--- src/rtl/irq_agg_pkg.sv ---
package irq_agg_pkg;
  localparam int unsigned REG_W  = 32;
  localparam int unsigned HALF_W = REG_W / 2;
  typedef logic [REG_W-1:0] reg_word_t;
endpackage

--- src/rtl/irq_rise_det.sv ---
module irq_rise_det #(
  parameter int unsigned NUM_SRC = 7
) (
  input  logic               clk_i,
  input  logic               rst_ni,
  input  logic [NUM_SRC-1:0] src_i,
  output logic [NUM_SRC-1:0] rise_o
);
  logic [NUM_SRC-1:0] src_q;

  for (genvar i = 0; i < NUM_SRC; i++) begin : g_bit
    always_ff @(posedge clk_i or negedge rst_ni) begin
      if (!rst_ni) src_q[i] <= 1'b0;
      else         src_q[i] <= src_i[i];
    end
    assign rise_o[i] = src_i[i] & ~src_q[i];
  end
endmodule

--- src/rtl/irq_stat_bank.sv ---
module irq_stat_bank #(
  parameter int unsigned NUM_SRC = 7
) (
  input  logic               clk_i,
  input  logic               rst_ni,
  input  logic               wr_i,
  input  logic [NUM_SRC-1:0] en_wr_i,
  input  logic [NUM_SRC-1:0] clr_i,
  input  logic [NUM_SRC-1:0] set_i,
  output logic [NUM_SRC-1:0] en_o,
  output logic [NUM_SRC-1:0] stat_o
);
  for (genvar i = 0; i < NUM_SRC; i++) begin : g_bit
    logic clr_w;
    assign clr_w = wr_i & clr_i[i];

    always_ff @(posedge clk_i or negedge rst_ni) begin
      if (!rst_ni)   en_o[i] <= 1'b0;
      else if (wr_i) en_o[i] <= en_wr_i[i];
    end

    // set has priority over a simultaneous clear
    always_ff @(posedge clk_i or negedge rst_ni) begin
      if (!rst_ni)        stat_o[i] <= 1'b0;
      else if (set_i[i])  stat_o[i] <= 1'b1;
      else if (clr_w)     stat_o[i] <= 1'b0;
    end
  end
endmodule

--- src/rtl/irq_out_reg.sv ---
module irq_out_reg #(
  parameter int unsigned NUM_SRC = 7
) (
  input  logic               clk_i,
  input  logic               rst_ni,
  input  logic [NUM_SRC-1:0] en_i,
  input  logic [NUM_SRC-1:0] stat_i,
  output logic               irq_o
);
  logic pend_any;
  assign pend_any = |(en_i & stat_i);

  always_ff @(posedge clk_i or negedge rst_ni) begin
    if (!rst_ni) irq_o <= 1'b0;
    else         irq_o <= pend_any;
  end
endmodule

--- src/rtl/irq_word_agg.sv ---
module irq_word_agg
  import irq_agg_pkg::*;
#(
  parameter int unsigned NUM_SRC = 7,
  parameter int unsigned SRC_OFS = 0
) (
  input  logic               clk_i,
  input  logic               rst_ni,
  input  logic [NUM_SRC-1:0] src_i,
  input  logic               reg_wr_i,
  input  logic [REG_W-1:0]   reg_wdata_i,
  output logic [REG_W-1:0]   reg_rdata_o,
  output logic               irq_o
);
  localparam int unsigned EN_LSB   = SRC_OFS;
  localparam int unsigned STAT_LSB = HALF_W + SRC_OFS;
  localparam int unsigned TOP_BIT  = SRC_OFS + NUM_SRC;

  if (TOP_BIT > HALF_W) begin : g_bad_cfg
    $error("irq_word_agg: sources exceed the half word");
  end

  logic [NUM_SRC-1:0] src_rise;
  logic [NUM_SRC-1:0] en_q;
  logic [NUM_SRC-1:0] stat_q;
  logic [NUM_SRC-1:0] wr_en_field;
  logic [NUM_SRC-1:0] wr_clr_field;

  assign wr_en_field  = reg_wdata_i[EN_LSB +: NUM_SRC];
  assign wr_clr_field = reg_wdata_i[STAT_LSB +: NUM_SRC];

  // bits outside the configured fields are deliberately dropped
  logic unused_wdata;
  assign unused_wdata = ^(reg_wdata_i & ~({{NUM_SRC{1'b1}}, {HALF_W{1'b0}}} << SRC_OFS)
                                       & ~({{(REG_W-NUM_SRC){1'b0}}, {NUM_SRC{1'b1}}} << SRC_OFS));

  irq_rise_det #(.NUM_SRC(NUM_SRC)) u_rise (
    .clk_i  (clk_i),
    .rst_ni (rst_ni),
    .src_i  (src_i),
    .rise_o (src_rise)
  );

  irq_stat_bank #(.NUM_SRC(NUM_SRC)) u_bank (
    .clk_i   (clk_i),
    .rst_ni  (rst_ni),
    .wr_i    (reg_wr_i),
    .en_wr_i (wr_en_field),
    .clr_i   (wr_clr_field),
    .set_i   (src_rise),
    .en_o    (en_q),
    .stat_o  (stat_q)
  );

  irq_out_reg #(.NUM_SRC(NUM_SRC)) u_out (
    .clk_i  (clk_i),
    .rst_ni (rst_ni),
    .en_i   (en_q),
    .stat_i (stat_q),
    .irq_o  (irq_o)
  );

  always_comb begin
    reg_rdata_o                       = '0;
    reg_rdata_o[EN_LSB +: NUM_SRC]    = en_q;
    reg_rdata_o[STAT_LSB +: NUM_SRC]  = stat_q;
  end
endmodule

--- config.mk ---
export PLATFORM = sky130hd
export DESIGN_NAME = irq_word_agg
export DESIGN_NICKNAME = d
export VERILOG_FILES = /design/src/rtl/irq_agg_pkg.sv /design/src/rtl/irq_rise_det.sv /design/src/rtl/irq_stat_bank.sv /design/src/rtl/irq_out_reg.sv /design/src/rtl/irq_word_agg.sv
export SDC_FILE = /design/constraint.sdc
export NUM_CORES = 1
export LEC_CHECK = 0
export ABC_AREA = 1
export BUFFER_PORTS_ARGS = -buffer_cell sky130_fd_sc_hd__clkbuf_2
export CAP_MARGIN = 40
export CORE_ASPECT_RATIO = 0.8
export CORE_MARGIN = 4
export CORE_UTILIZATION = 35
export CTS_CLUSTER_SIZE = 40
export DETAILED_ROUTE_END_ITERATION = 6
export PLACE_DENSITY_LB_ADDON = 0.1
export REMOVE_ABC_BUFFERS = 1
export SYNTH_ARGS = -nofsm -noshare
export SYNTH_HDL_FRONTEND = slang
export SYNTH_SLANG_ARGS = --single-unit
export TNS_END_PERCENT = 30
--- constraint.sdc ---
create_clock -name clk_i -period 0.8 [get_ports clk_i]
set_input_delay 0.16 -clock clk_i [delete_from_list [all_inputs] [get_ports clk_i]]
set_output_delay 0.16 -clock clk_i [all_outputs]
set_load 0.02 [all_outputs]
== Yosys cells after proc, flatten, opt, wreduce, memory -nomap -nowiden ==
Cells that the tools add are included.
Widths: inputs -> output; s select.
Word-level totals
  flip-flop bits (word level): 22
  bits in latches: 0
  bits in writable memories: 0
  ROM bits: 0
  output and inout bits: 33
  memories kept: 0
Operators by class
  add/subtract/negate cells: 0
  $mul: 0
  div/mod/pow operators: 0
  $lt $le $gt $ge: 0
  equal/unequal tests: 0
  shifts and indexed selects: 0
  muxes and demuxes: 14
  bitwise logic cells: 22
  reduce and logical (&&, ||, !) cells: 8
Operator list (count)
  $and 1x1->1: 14
  $mux 1: 14
  $reduce_bool 2->1: 7
  $and 7x7->7: 1
  $not 1->1: 7
  $reduce_or 7->1: 1

== Longest topological paths before layout ==
  depth in word-level cells: 3
  gate-level depth with buffers: 4
  gate-level depth less buffers: 4

== Hierarchy ==
A second synthesis with hierarchy kept.
Second synthesis, totals
  cell total of the unflattened synthesis: 120
  area total of the unflattened synthesis: 1038.5 um^2
By module, submodules not included
  irq_stat_bank: times used 1, cells each 65, area an instance 576.8 um^2, sequential area each 350.3 um^2
  irq_rise_det: times used 1, cells each 21, area an instance 245.2 um^2, sequential area each 175.2 um^2
  irq_word_agg: times used 1, cells each 19, area an instance 138.9 um^2, sequential area each 0.0 um^2
  irq_out_reg: times used 1, cells each 15, area an instance 77.6 um^2, sequential area each 25.0 um^2

== Least setup slack after synthesis ==
Ideal clock, no wire load.
  path kind: register -> register
  from: register u_bank.en_o[4]
  to: register u_out.irq_o
  setup time: 0.119 ns
  data arrival time: 0.708 ns
  required time: 0.681 ns
  slack: -0.027 ns
  cell stages (with the launch flop): 5
  path buffers: 0
  clock period less this slack: 0.827 ns
  path through: dfrtp_1 nand2_1 nand2_1 nor2_1 nand2_1
Between the ends
  longest elaborated chain between the ends: 2
RTL lines
  from (decl): RTL line irq_stat_bank.sv:10  | output logic [NUM_SRC-1:0] en_o,
  from (signal, indexed assignment): RTL line irq_stat_bank.sv:19  | else if (wr_i) en_o[i] <= en_wr_i[i];
  $and 7x7->7: RTL line irq_out_reg.sv:11  | assign pend_any = |(en_i & stat_i);
  $reduce_or 7->1: RTL line irq_out_reg.sv:11
  via u_out.pend_any: RTL line irq_out_reg.sv:10  | logic pend_any;
  to (signal assigned): RTL line irq_out_reg.sv:15  | else irq_o <= pend_any;
  to (decl): RTL line irq_out_reg.sv:8  | output logic irq_o
The timed path passes the listed nets, and every way through them passes these cells.
A chain may end at the register's enable or synchronous reset.

== Worst setup path after layout ==
  from: register u_bank.en_o[0]
  to: output port reg_rdata_o[0]
RTL lines
  to (decl): RTL line irq_word_agg.sv:12  | output logic [REG_W-1:0] reg_rdata_o,
No word-level cell between the ends.

==> run metrics <==
Clock Tree Buf Depth=2; max_cap viols=0; Clock Sink Count=22; Period Utilization, post-route=1.28; Critical Path End Type=output port; Critical Path RT=0.64 ns; CP Buf/Inv Count=1; final setup margin=-0.220 ns; Setup Viol. Count Final=16; largest area contributor in the netlist=dfrtp_1; Port-buffer cells=38; Chip Width=66.7 um; crit path time final=1.02 ns; Core Region=2540 sq um; Critical Path AT=0.86 ns; overall power=2.42 mW; ys flop type=dfrtp_1; gr usage total=0.119; Top Ports=75; crit path kind=register to output port; register area share after synthesis=0.570; WL final=1990 um; hold_sp=reg_wdata_i[1]; CP cell instances=clkbuf_8; largest cells by area after synthesis=dfrtp_1, buf_4, nand2_1; #FFs+latches synth=22; Critical Path Max Stage Delay=0.41 ns; Pins Over Slew Limit=0; Post-Syn Area=966 sq um; largest net degree at the start of global routing=23; Placer Congestion=0.619; initial DRC count=20; CTS tree=done; full die area=3670 sq um; first-pass GRT wire length=3260 um; Layout Nets=211; RSZ-0062 raised after global routing=yes; clock skew=0.00277 ns; worst vdd ir=1.07 mV; Cells after DPL=178; DR vias/cell=3.88; Clock Latency Late Sink=0.30 ns; row cnt=16; fraction of registers with async set/reset=1.00; cts bufs inserted=3; number of synthesized flops with an enable pin=0; CP top delay family=flip-flops; Synth cell types=9; Levels on crit path=1; Synth Instances=106; Power Density=1770 nW/um^2; status=finished with violations; layout cells sized above 1=0.335; GRT overflow=0; number of routed nets with antenna violations=0; Hold Worst Slack=0.0616 ns; worst setup path startpoint=u_bank.en_o[0]; Max Fclk=0.980 GHz; Final Hold Viols=0; most numerous cell in the Yosys netlist=nand2_1; Root Buffer=clkbuf_4; vias in the first global route=772; Synth Area per Inst=9.11 sq um; Worst path slowest cell=dfrtp_1; WL per Instance=9.82 um; Area Overhead vs Synth=41.7%; Die Ht=55.0 um; clock slew at reported path FFs=0.11 ns; Worst Path Max Fanout=2; Pleak=0.786 nW; router iterations before antenna repair=3; Synthesis Warnings=0; H-Tree Level Count=1; violated checks=negative setup slack; Startpoint Class=register; initial core utilization=0.380; post-route insts no fill=203; hold depth=3; worst r2r src=u_bank.en_o[0]; commonest cells in the netlist=nand2_1, dfrtp_1, buf_4, inv_1, o21ai_0; DP HPWL=1370 um; Synth top area share=0.570; setup TNS=-3.24 ns; worst r2r path cells=5; via count=787; initial antenna violation count=0; Post-route DRC=0; antenna cells=0; Layout Utilization=0.538; HP Class=input pin to register
[path summary, 6_finish.rpt]
check | end | slack [ns]
worst max-delay path | reg_rdata_o[0] | -0.22
worst min register to register | u_bank.stat_o[3] | 0.42
min in group asynchronous | u_rise.src_q[5] | 0.37
worst min-delay path | u_bank.en_o[1] | 0.06
worst max register to register | u_out.irq_o | -0.11
max in group asynchronous | u_rise.src_q[6] | 0.21
[sequential cells by signal, indices dropped and copies added, names as in the netlist]
name	count
u_bank.stat_o	7
u_bank.en_o	7
u_rise.src_q	7
u_out.irq_o	1
[routing by layer]
| metal | GRT usage | wire [um] | vias up |
|---|---|---|---|
| met5 | 0 | 0 | - |
| met4 | 0.0203 | 13 | 0 |
| met3 | 0.0384 | 211 | 2 |
| met2 | 0.204 | 884 | 40 |
| met1 | 0.152 | 883 | 343 |
| li1 | - | - | 402 |
[metrics by stage]
step / setup WS (ns) / cell area, sq um
floorplan: -0.0270 / 872
global placement: -0.0395 / 1110
detailed placement: -0.0518 / 1110
CTS: -0.234 / 1330
global route: -0.272 / 1370
finish: -0.220 / 1370
[where the power goes]
part / leakage, nW / total (mW) / internal (mW) / switching, mW
combinational: 0.517 / 0.681 / 0.309 / 0.371
clock: 0.0138 / 0.476 / 0.175 / 0.301
sequential: 0.255 / 1.26 / 1.21 / 0.0547
[placed cells by master, fill, tap and decap left out, types with 5 or more instances in the layout]
cell	count
inv_1	15
buf_4	15
buf_2	7
clkbuf_2	24
conb_1	18
o21ai_0	5
nand2_1	32
buf_6	6
o21ai_1	9
dlygate4sd3_1	8
dfrtp_1	22
[timing repair]
item / in CTS / in global routing
buffers inserted: 14 / 0
hold endpoints to repair: 29 / 0
hold buffers: 8 / 0
endpoints found under the setup margin: 16 / 21
resized for setup: 2 / 28
cloned: 0 / 0
pin swaps: 2 / 0
[layout make-up]
type,count,area [sq um]
Fill cell,259,1170
Timing Repair Buffer,61,429
Multi-Input combinational cell,66,265
Inverter,15,56.3
Clock buffer,3,22.5
Tap cell,36,45.0
Sequential cell,22,551
[cell families after synthesis]
| family | Yosys count | synth area share |
|---|---|---|
| buf+inv | 35 | 0.221 |
| flops | 22 | 0.570 |
| other cells | 1 | 0.00388 |
| compound gates | 14 | 0.0725 |
| simple gates | 34 | 0.132 |
No activity file was read; power rests on OpenSTA's default activity.
